File: config.mk
export PLATFORM = sky130hd
export DESIGN_NAME = bqi_top
export DESIGN_NICKNAME = d
export VERILOG_FILES = /design/src/rtl/bqi_pkg.sv /design/src/rtl/bqi_fifo.sv /design/src/rtl/bqi_irq.sv /design/src/rtl/bqi_top.sv
export SDC_FILE = /design/constraint.sdc
export NUM_CORES = 1
export LEC_CHECK = 0
export CORE_MARGIN = 1
export CORE_UTILIZATION = 55
export DETAILED_ROUTE_END_ITERATION = 6
export PLACE_DENSITY = 0.75
export SLEW_MARGIN = 20
export SYNTH_ARGS = -nofsm -noshare
export SYNTH_HDL_FRONTEND = slang
export SYNTH_SLANG_ARGS = --single-unit
File: constraint.sdc
create_clock -name clk -period 4.74 [get_ports clk]
set_clock_uncertainty 0.15 [all_clocks]
set_input_delay 0.948 -clock clk [delete_from_list [all_inputs] [get_ports clk]]
set_output_delay 0.948 -clock clk [all_outputs]
set_load 0.005 [all_outputs]
File: src/rtl/bqi_pkg.sv
package bqi_pkg;
  localparam int THR_W = 4;

  localparam logic [3:0] A_CTRL   = 4'd0;
  localparam logic [3:0] A_TXTHR  = 4'd1;
  localparam logic [3:0] A_RXTHR  = 4'd2;
  localparam logic [3:0] A_MASK   = 4'd3;
  localparam logic [3:0] A_RAW    = 4'd4;
  localparam logic [3:0] A_MSTAT  = 4'd5;
  localparam logic [3:0] A_CLR    = 4'd6;
  localparam logic [3:0] A_TXDATA = 4'd7;
  localparam logic [3:0] A_RXDATA = 4'd8;

  localparam int B_TXE  = 0;
  localparam int B_TXNE = 1;
  localparam int B_TXF  = 2;
  localparam int B_TXOV = 3;
  localparam int B_RXE  = 4;
  localparam int B_RXNF = 5;
  localparam int B_RXF  = 6;
  localparam int B_DONE = 19;
  localparam int B_ARB  = 24;
  localparam int B_BERR = 25;
  localparam int B_DNS  = 28;

  localparam logic [31:0] CLEARABLE = 32'h131F_007F;
  localparam logic [31:0] STICKY    = 32'h1308_0008;
  localparam logic [31:0] LEVELS    = 32'h0000_0077;
  localparam logic [31:0] LIVE      = 32'h1FFF_FFFF;

  // TX flags are low-side, RX flags are high-side
  function automatic logic tx_low(input int cnt, input int thr);
    return cnt <= thr;
  endfunction

  function automatic logic rx_high(input int cnt, input int thr);
    return cnt >= thr;
  endfunction

  function automatic logic [31:0] level_word(input int txc, input int rxc,
                                             input int txthr, input int rxthr,
                                             input int depth);
    logic [31:0] w;
    w = '0;
    w[B_TXE]  = (txc == 0);
    w[B_TXNE] = tx_low(txc, txthr);
    w[B_TXF]  = (txc == depth);
    w[B_RXE]  = (rxc == 0);
    w[B_RXNF] = rx_high(rxc, rxthr);
    w[B_RXF]  = (rxc == depth);
    return w;
  endfunction
endpackage

File: src/rtl/bqi_fifo.sv
module bqi_fifo #(
  parameter int DEPTH     = 16,
  parameter int DW        = 8,
  parameter int FLUSH_CYC = 4
) (
  input  logic                         clk,
  input  logic                         rst_n,
  input  logic                         push,
  input  logic [DW-1:0]                push_data,
  input  logic                         pop,
  input  logic                         flush_req,
  output logic [DW-1:0]                head,
  output logic [$clog2(DEPTH+1)-1:0]   count,
  output logic                         flushing
);
  localparam int AW = (DEPTH > 1) ? $clog2(DEPTH) : 1;
  localparam int CW = $clog2(DEPTH + 1);
  localparam int FW = $clog2(FLUSH_CYC + 1);

  logic [DW-1:0] mem [DEPTH];
  logic [AW-1:0] wr_ptr, rd_ptr;
  logic [FW-1:0] fcnt;
  logic          full, empty, push_ok, pop_ok, flush_end;

  function automatic logic [AW-1:0] step(input logic [AW-1:0] p);
    return (p == AW'(DEPTH - 1)) ? '0 : p + AW'(1);
  endfunction

  assign full      = (count == CW'(DEPTH));
  assign empty     = (count == '0);
  assign flushing  = (fcnt != '0);
  assign flush_end = (fcnt == FW'(1));
  assign push_ok   = push && !full && !flushing;
  assign pop_ok    = pop && !empty && !flushing;
  assign head      = empty ? '0 : mem[rd_ptr];

  always_ff @(posedge clk) begin
    if (!rst_n)             fcnt <= '0;
    else if (flushing)      fcnt <= fcnt - FW'(1);
    else if (flush_req)     fcnt <= FW'(FLUSH_CYC);
  end

  always_ff @(posedge clk) begin
    if (push_ok) mem[wr_ptr] <= push_data;
  end

  always_ff @(posedge clk) begin
    if (!rst_n || flush_end) begin
      wr_ptr <= '0;
      rd_ptr <= '0;
      count  <= '0;
    end else begin
      if (push_ok) wr_ptr <= step(wr_ptr);
      if (pop_ok)  rd_ptr <= step(rd_ptr);
      case ({push_ok, pop_ok})
        2'b10:   count <= count + CW'(1);
        2'b01:   count <= count - CW'(1);
        default: count <= count;
      endcase
    end
  end


  count_bound_chk: assert property (@(posedge clk) disable iff (!rst_n)
    count <= CW'(DEPTH));

  flush_empty_chk: assert property (@(posedge clk) disable iff (!rst_n)
    $fell(flushing) |-> count == '0);

  empty_pop_chk: assert property (@(posedge clk) disable iff (!rst_n)
    pop && !push && empty |=> count == '0);
endmodule

File: src/rtl/bqi_irq.sv
module bqi_irq
  import bqi_pkg::*;
(
  input  logic        clk,
  input  logic        rst_n,
  input  logic [31:0] level_in,
  input  logic [31:0] event_in,
  input  logic        mask_we,
  input  logic        clr_we,
  input  logic [31:0] wdata,
  output logic [31:0] raw,
  output logic [31:0] mask,
  output logic [31:0] masked
);
  logic [31:0] sticky, clr_bits;

  assign clr_bits = clr_we ? (wdata & CLEARABLE) : '0;

  always_ff @(posedge clk) begin
    if (!rst_n) sticky <= '0;
    else        sticky <= ((sticky & ~clr_bits) | event_in) & STICKY;
  end

  always_ff @(posedge clk) begin
    if (!rst_n)       mask <= '0;
    else if (mask_we) mask <= wdata & LIVE;
  end

  assign raw    = (sticky & STICKY) | (level_in & LEVELS);
  assign masked = raw & mask;


  arb_set_chk: assert property (@(posedge clk) disable iff (!rst_n)
    event_in[B_ARB] |=> raw[B_ARB]);

  done_hold_chk: assert property (@(posedge clk) disable iff (!rst_n)
    raw[B_DONE] && !(clr_we && wdata[B_DONE]) |=> raw[B_DONE]);

  berr_clr_chk: assert property (@(posedge clk) disable iff (!rst_n)
    clr_we && wdata[B_BERR] && !event_in[B_BERR] |=> !raw[B_BERR]);
endmodule

File: src/rtl/bqi_top.sv
module bqi_top
  import bqi_pkg::*;
#(
  parameter int DEPTH     = 16,
  parameter int FLUSH_CYC = 4,
  parameter int TXTHR_RST = 0,
  parameter int RXTHR_RST = 1
) (
  input  logic        clk,
  input  logic        rst_n,
  input  logic        reg_wr,
  input  logic        reg_rd,
  input  logic [3:0]  reg_addr,
  input  logic [31:0] reg_wdata,
  output logic [31:0] reg_rdata,
  output logic        tx_vld,
  input  logic        tx_rdy,
  output logic [7:0]  tx_data,
  input  logic        rx_vld,
  output logic        rx_rdy,
  input  logic [7:0]  rx_data,
  input  logic        ev_done,
  input  logic        ev_done_nostop,
  input  logic        ev_arb_lost,
  input  logic        ev_bus_err,
  output logic        irq
);
  localparam int CW = $clog2(DEPTH + 1);

  logic [CW-1:0]    tx_cnt, rx_cnt;
  logic             tx_fl, rx_fl;
  logic [7:0]       rx_head;
  logic [THR_W-1:0] tx_thr, rx_thr;
  logic [31:0]      lvl, evt, raw, mask, masked;
  logic             wr_ctrl, wr_txd, rd_rxd, tx_full, txd_overrun;

  assign wr_ctrl     = reg_wr && (reg_addr == A_CTRL);
  assign wr_txd      = reg_wr && (reg_addr == A_TXDATA);
  assign rd_rxd      = reg_rd && (reg_addr == A_RXDATA);
  assign tx_full     = (tx_cnt == CW'(DEPTH));
  assign txd_overrun = wr_txd && tx_full;

  bqi_fifo #(.DEPTH(DEPTH), .DW(8), .FLUSH_CYC(FLUSH_CYC)) u_txq (
    .clk(clk), .rst_n(rst_n),
    .push(wr_txd), .push_data(reg_wdata[7:0]),
    .pop(tx_rdy), .flush_req(wr_ctrl && reg_wdata[7]),
    .head(tx_data), .count(tx_cnt), .flushing(tx_fl));

  bqi_fifo #(.DEPTH(DEPTH), .DW(8), .FLUSH_CYC(FLUSH_CYC)) u_rxq (
    .clk(clk), .rst_n(rst_n),
    .push(rx_vld), .push_data(rx_data),
    .pop(rd_rxd), .flush_req(wr_ctrl && reg_wdata[8]),
    .head(rx_head), .count(rx_cnt), .flushing(rx_fl));

  assign tx_vld = (tx_cnt != '0) && !tx_fl;
  assign rx_rdy = (rx_cnt != CW'(DEPTH)) && !rx_fl;

  always_ff @(posedge clk) begin
    if (!rst_n) begin
      tx_thr <= THR_W'(TXTHR_RST);
      rx_thr <= THR_W'(RXTHR_RST);
    end else if (reg_wr) begin
      if (reg_addr == A_TXTHR) tx_thr <= reg_wdata[THR_W-1:0];
      if (reg_addr == A_RXTHR) rx_thr <= reg_wdata[THR_W-1:0];
    end
  end

  assign lvl = level_word(int'(tx_cnt), int'(rx_cnt), int'(tx_thr),
                          int'(rx_thr), DEPTH);

  always_comb begin
    evt         = '0;
    evt[B_TXOV] = txd_overrun;
    evt[B_DONE] = ev_done;
    evt[B_ARB]  = ev_arb_lost;
    evt[B_BERR] = ev_bus_err;
    evt[B_DNS]  = ev_done_nostop;
  end

  bqi_irq u_irq (
    .clk(clk), .rst_n(rst_n), .level_in(lvl), .event_in(evt),
    .mask_we(reg_wr && (reg_addr == A_MASK)),
    .clr_we(reg_wr && (reg_addr == A_CLR)),
    .wdata(reg_wdata), .raw(raw), .mask(mask), .masked(masked));

  assign irq = |masked;

  always_comb begin
    reg_rdata = '0;
    case (reg_addr)
      A_CTRL:   begin reg_rdata[7] = tx_fl; reg_rdata[8] = rx_fl; end
      A_TXTHR:  reg_rdata[THR_W-1:0] = tx_thr;
      A_RXTHR:  reg_rdata[THR_W-1:0] = rx_thr;
      A_MASK:   reg_rdata = mask;
      A_RAW:    reg_rdata = raw;
      A_MSTAT:  reg_rdata = masked;
      A_RXDATA: reg_rdata[7:0] = rx_head;
      default:  reg_rdata = '0;
    endcase
  end


  overrun_chk: assert property (@(posedge clk) disable iff (!rst_n)
    wr_txd && tx_full |=> raw[B_TXOV]);

  irq_mask_chk: assert property (@(posedge clk) disable iff (!rst_n)
    irq |-> (raw & mask) != '0);
endmodule

## Yosys cells after proc, flatten, opt, wreduce, memory -nomap -nowiden

Memories as Yosys holds them, arrays and structs flattened. A register that Yosys moved wholly into a read port is not among the register bits.
Index checks and enable logic that the tools add are counted.

| word-level totals | value |
|---|---|
| register bits after elaboration | 74 |
| latch bits | 0 |
| memory bits (writable) | 256 |
| bits in read-only memories | 0 |
| output and inout bits | 43 |
| memories kept | 2 |

| operators by class | value |
|---|---|
| add/sub/neg operators | 10 |
| $mul | 0 |
| divide/modulo/power cells | 0 |
| order comparisons | 2 |
| equal/unequal tests | 23 |
| shift-type cells | 0 |
| muxes and demuxes | 26 |
| bitwise logic cells | 5 |
| reduce and logical (&&, ||, !) cells | 42 |

Memory list:

| memory | words | bits a word | read ports | clocked after Yosys merged registers in | write ports | RTL line | text |
|---|---|---|---|---|---|---|---|
| u_rxq.mem | 16 | 8 | 1 | 1 | 1 | bqi_fifo.sv:20 | `logic [DW-1:0] mem [DEPTH];` |
| u_txq.mem | 16 | 8 | 1 | 1 | 1 | bqi_fifo.sv:20 |  |

Operators with widths:

| cell | count |
|---|---|
| 23-bit one-hot mux with 3 select lines | 1 |
| 29-bit bitwise AND | 2 |
| 4-bit 2-to-1 mux | 8 |
| 32-bit OR reduction | 1 |
| 29-bit 2-to-1 mux | 1 |
| 29-bit inverter | 1 |
| 29-bit OR | 1 |
| 29-bit by 7-bit OR with 29-bit output | 1 |
| 4-bit one-hot mux with 6 select lines | 1 |
| 4-bit equality test (second input constant) | 5 |
| 5-bit equality test (second input constant) | 4 |
| 5-bit zero test | 4 |
| 5-bit one-hot mux with 2 select lines | 2 |
| 1-bit logical AND | 18 |
| 4-bit by 1-bit adder with 4-bit output (second input constant) | 4 |
| 4-bit by 3-bit equality test with 1-bit output (second input constant) | 4 |
| 8-bit 2-to-1 mux | 2 |
| 3-bit 2-to-1 mux | 4 |
| 3-bit one-hot mux with 4 select lines | 1 |
| 5-bit by 1-bit adder with 5-bit output (second input constant) | 2 |
| 5-bit by 1-bit subtractor with 5-bit output (second input constant) | 2 |
| 4-bit by 2-bit equality test with 1-bit output (second input constant) | 2 |
| 2-bit nonzero test | 4 |
| 1-bit zero test | 7 |
| other kinds (16) | 26 |

## Depth between registers and ports, before layout

| logic depth | value |
|---|---|
| word-level depth | 6 |
| depth in mapped cells | 13 |
| mapped depth without buffers | 12 |

## Modules after synthesis

A second synthesis with hierarchy kept.

| unflattened totals | value |
|---|---|
| cells, all modules | 1028 |
| area total of the unflattened synthesis | 15200.8 um^2 |

By module, submodules not included:

| module | instances | cells each | area each (um^2) | sequential area each (um^2) |
|---|---|---|---|---|
| bqi_fifo at u_rxq | 1 | 332 | 6049.6 | 4244.1 |
| bqi_fifo at u_txq | 1 | 331 | 5988.2 | 4244.1 |
| bqi_irq | 1 | 176 | 1734.2 | 680.7 |
| bqi_top | 1 | 189 | 1428.9 | 160.2 |

## Least setup slack after synthesis

Ideal clock, no wire load.

| timing path | value |
|---|---|
| kind | input port to flip-flop |
| from | input reg_addr[3] |
| to | register u_txq.count[4] |
| arrival time | 3.574 ns |
| slack | 0.946 ns |
| cell stages on the path | 11 |
| path through | buf_2 nand4b_1 a2111oi_4 inv_1 ha_1 fa_1 a21o_1 a21oi_1 xor2_1 or3_1 a21oi_1 |

| between the ends | value |
|---|---|
| word-level cells in the longest chain between the ends | 6 |
| elaborated cells on any way between the ends | 8 |

Ends and longest elaborated chain:

| element | RTL line | text |
|---|---|---|
| from (decl) | bqi_top.sv:13 | `input logic [3:0] reg_addr,` |
| 4-bit by 3-bit equality test with 1-bit output (*) | bqi_top.sv:38 | `assign wr_txd = reg_wr && (reg_addr == A_TXDATA);` |
| 1-bit logical AND (*) | bqi_top.sv:38 |  |
| 1-bit logical AND (*) (2 in series) | bqi_fifo.sv:33 | `assign push_ok = push && !full && !flushing;` |
| 2-bit by 1-bit equality test with 1-bit output or 2-bit equality test (tied branches) | bqi_fifo.sv:55 | `case ({push_ok, pop_ok})` |
| 5-bit one-hot mux with 2 select lines or 2-bit nonzero test (tied branches) | n/a |  |
| to (signal assigned) | bqi_fifo.sv:56 | `2'b10: count <= count + CW'(1);` |
| to (signal assigned) | bqi_fifo.sv:57 | `2'b01: count <= count - CW'(1);` |
| to (signal assigned) | bqi_fifo.sv:58 | `default: count <= count;` |
| to (decl) | bqi_fifo.sv:13 | `output logic [$clog2(DEPTH+1)-1:0] count,` |

Mark *: on every way between the ends. The rest lies on a longest branch, timed or not.
A chain may end at the register's enable or synchronous reset.

## Final worst setup path

| timing path | value |
|---|---|
| from | input reg_addr[2] |
| to | output reg_rdata[2] |

| between the ends | value |
|---|---|
| word-level cells in the longest chain between the ends | 2 |
| elaborated cells on any way between the ends | 7 |

Ends and longest elaborated chain:

| element | RTL line | text |
|---|---|---|
| 4-bit equality test, or another cell as far along | bqi_top.sv:90 | `case (reg_addr)` |
| 4-bit one-hot mux with 6 select lines (*) | bqi_top.sv:90 |  |
| to (decl) | bqi_top.sv:15 | `output logic [31:0] reg_rdata,` |

Marks and branches as above.

==> metrics.md <==
| Metric | Value |
|---|---|
| Overall routed net length | `roughly 30000 microns` |
| Wire per inst | `20.7 microns` |
| Drt first pass iters | `7` |
| Synth warnings | `0` |
| Period utilization | `a little over nine tenths` |
| Post-DP HPWL | `around 19000 microns` |
| Post-cts resize count | `0` |
| Hold path start | `u_irq.mask[10]` |
| H-tree level count | `2` |
| Die Span Y | `~160 microns` |
| RR Startpoint | `u_txq.count[0]` |
| Layout fillers | `between 1500 and 2000` |
| Sequential fraction of the synthesis area | `65.6%` |
| Sink Count | `338` |
| Core ar. | `between 0.02 and 0.03 sq mm` |
| EDFF count, synth | `~260` |
| Outcome | `finished, final reports clean` |
| Count leader, synth | `edfxtp_1` |
| Setup crit end kind | `output port` |
| Crit path launch | `reg_addr[2]` |
| Sequential cell area | `0.00933 sq mm` |
| Post-Syn Area per Cell | `14.8 sq um` |
| Top post-synthesis cells by area | `edfxtp_1, dfxtp_1, mux4_2` |
| Routed vias/inst | `about 5.8` |
| Async SR Flop Fraction | `0%` |
| Commonest cells post-synth | `edfxtp_1, nand2_1, dfxtp_1` |
| Max frequency | `about 220 MHz` |
| Num CTS Buffers | `36` |
| Setup TNS | `0 ns` |
| Max-Cap Viols | `0` |
| Hold_ws | `between 0.3 and 0.4 ns` |
| Total Power | `between 0.006 and 0.007 W` |
| Final setup margin | `a little under 0.2 ns` |
| First-pass GRT wire length | `about 46000 microns` |
| Post-synthesis cell area | `roughly 0.014 sq mm` |
| Crit path time final | `roughly 4.5 ns` |
| Area leader, netlist | `edfxtp_1` |
| Yosys top cell area share | `around 54%` |
| Leak pwr | `roughly 5.5 nW` |
| # hold bufs at CTS | `0` |
| Critical path type | `in -> out` |
| Diode count | `0` |
| Initial antenna violation count | `0` |
| Total track usage | `23.0%` |
| R2R cell count | `11` |
| Crit start category | `primary input` |
| Clock transition at path regs | `approximately 0.050 ns` |
| Reg-to-reg slack, setup | `approximately 1.1 ns` |
| Layout overhead on the synthesized area | `17.2%` |
| Vias | `8310` |
| Buffers on Ports | `90` |
| Largest net degree at the start of global routing | `33` |
| Dpl ws | `roughly 0.23 ns` |
| RD Place Congestion | `around 0.87` |
| End point of the critical path | `reg_rdata[2]` |
| Mapped Cells | `959` |
| Data arrival time of the critical path | `between 3 and 4 ns` |
| Yosys cell types | `55` |
| #FFs+latches synth | `between 300 and 400` |
| Slew at the pin closest to its max-slew limit | `1.07 ns` |
| HP Class | `reg -> reg` |
| PwrDens | `around 370 mW/mm^2` |
| Main synth FF type | `edfxtp_1` |
| Final Hold Fails | `0` |
| Max Slew Vio Count | `0` |
| Row count | `58` |
| Routed Antenna Nets | `0` |
| Root buffer cell | `clkbuf_16` |
| Drt first-iter violations | `roughly 710` |
| Nets | `approximately 1200` |
| CTS tree | `yes` |
| Reg2reg end | `u_txq.count[4]` |
| Slew Limit Headroom | `between 20% and 30%` |
| # DRC | `0` |
| Ports | `slightly below 100` |
| Vias in the first global route | `8219` |
| Initial core utilization | `between 50% and 60%` |
| Req. time, crit path | `between 3 and 4 ns` |
| Area of the multi-input gates | `0.00460 sq mm` |
| Worst-Skew Late Latency | `~0.5 ns` |
| Die W | `163 microns` |
| CTS Buffer Depth | `3` |
| Total gr overflow | `0` |
| Layout cells sized above 1 | `roughly 15%` |
| VDD IR max | `between 0.3 and 0.4 mV` |
| RSZ-0062 raised after global routing | `false` |
| Final setup fails | `0` |
| Number of post-CTS setup repair buffers | `0` |
| CP Max Fanout | `4` |
| Die area | `around 0.027 sq mm` |
-- logic make-up (layout without fill, tap and decap cells) --
logic type | Yosys count | after routing | synth area share [%]
DFF | 338 | 338 | 65.6
and+or+nand+nor | 261 | 261 | 8.85
AOI/OAI and AO/OA | 141 | 141 | 6.91
muxes | 107 | 107 | 13.3
buffers and inverters | 73 | 209 | 2.15
adders and majority gates | 28 | 28 | 2.57
xor gates and xnor gates | 10 | 10 | 0.616
other | 1 | 3 | 0.0264
-- worst min path at each step --
stage,endpoint,slack (ns),cells after the start
detailed placement,u_irq.mask[10],0.30,2
floorplan,u_irq.mask[11],0.29,2
finish,u_irq.mask[10],0.31,2
CTS,u_irq.mask[10],0.31,2
global route,u_irq.mask[15],0.32,2
global placement,u_irq.mask[17],0.30,2
-- per-layer routing --
layer,up-vias,track usage [%],share of wire (%)
li1,3861,-,-
met1,4075,30.9,41
met2,316,38.5,50
met3,58,3.72,6.7
met4,0,7.48,2.4
met5,-,0,0
-- power breakdown --
part	switching (W)	internal [W]	total, W
clock network	0.00111	0.00149	0.00260
logic	0.000155	0.000133	0.000289
registers	0.0000211	0.00321	0.00323
total	0.00128	0.00483	0.00612
-- worst max-delay path: stages --
cell	delay (ns)
clkdlybuf4s50_1	0.42
or4b_1	0.60
nor3_1	0.49
a22oi_1	0.19
o21ai_0	0.21
clkdlybuf4s50_1	0.59
-- registers in the layout, summed over array words and instances, names as in the netlist, named ones only --
register,flops
u_rxq.count,5
u_irq.mask,29
u_rxq.wr_ptr,4
u_txq.rd_ptr,4
u_rxq.rd_ptr,4
u_rxq.mem,128
u_rxq.fcnt,3
rx_thr,4
u_irq.sticky,5
u_txq.wr_ptr,4
u_txq.count,5
u_txq.mem,128
u_txq.fcnt,3
tx_thr,4
-- layout make-up --
type / instances / area share [%]
clock buffer: 45 / 5.74
sequential: 338 / 56.0
multi-input combinational: 550 / 27.6
timing repair buffer: 120 / 6.83
clock inverter: 20 / 0.811
inverter: 24 / 0.541
tap: 330 / 2.48
-- through the flow --
| step | std cells | area (sq um) | utilization (%) |
|---|---|---|---|
| after floorplan | 961 | 14200 | - |
| after global placement | 1362 | 15600 | 61.7 |
| after detailed placement | 1362 | 15600 | 61.7 |
| after CTS | 1427 | 16700 | 66.0 |
| after global routing | 1427 | 16700 | 66.0 |
| final | 1427 | 16700 | 66.0 |
-- cells in the final DEF (no fill, tap or decap), types with 28 or more instances in the layout --
master / instances
dfxtp_1: 80
nand2_1: 95
mux2i_1: 28
a21oi_1: 31
a21boi_0: 36
mux4_2: 64
and2_1: 30
edfxtp_1: 256
clkbuf_16: 37
buf_4: 29
nor2_1: 55
clkdlybuf4s50_1: 90
Note: power is estimated with default switching activity, not from simulation.
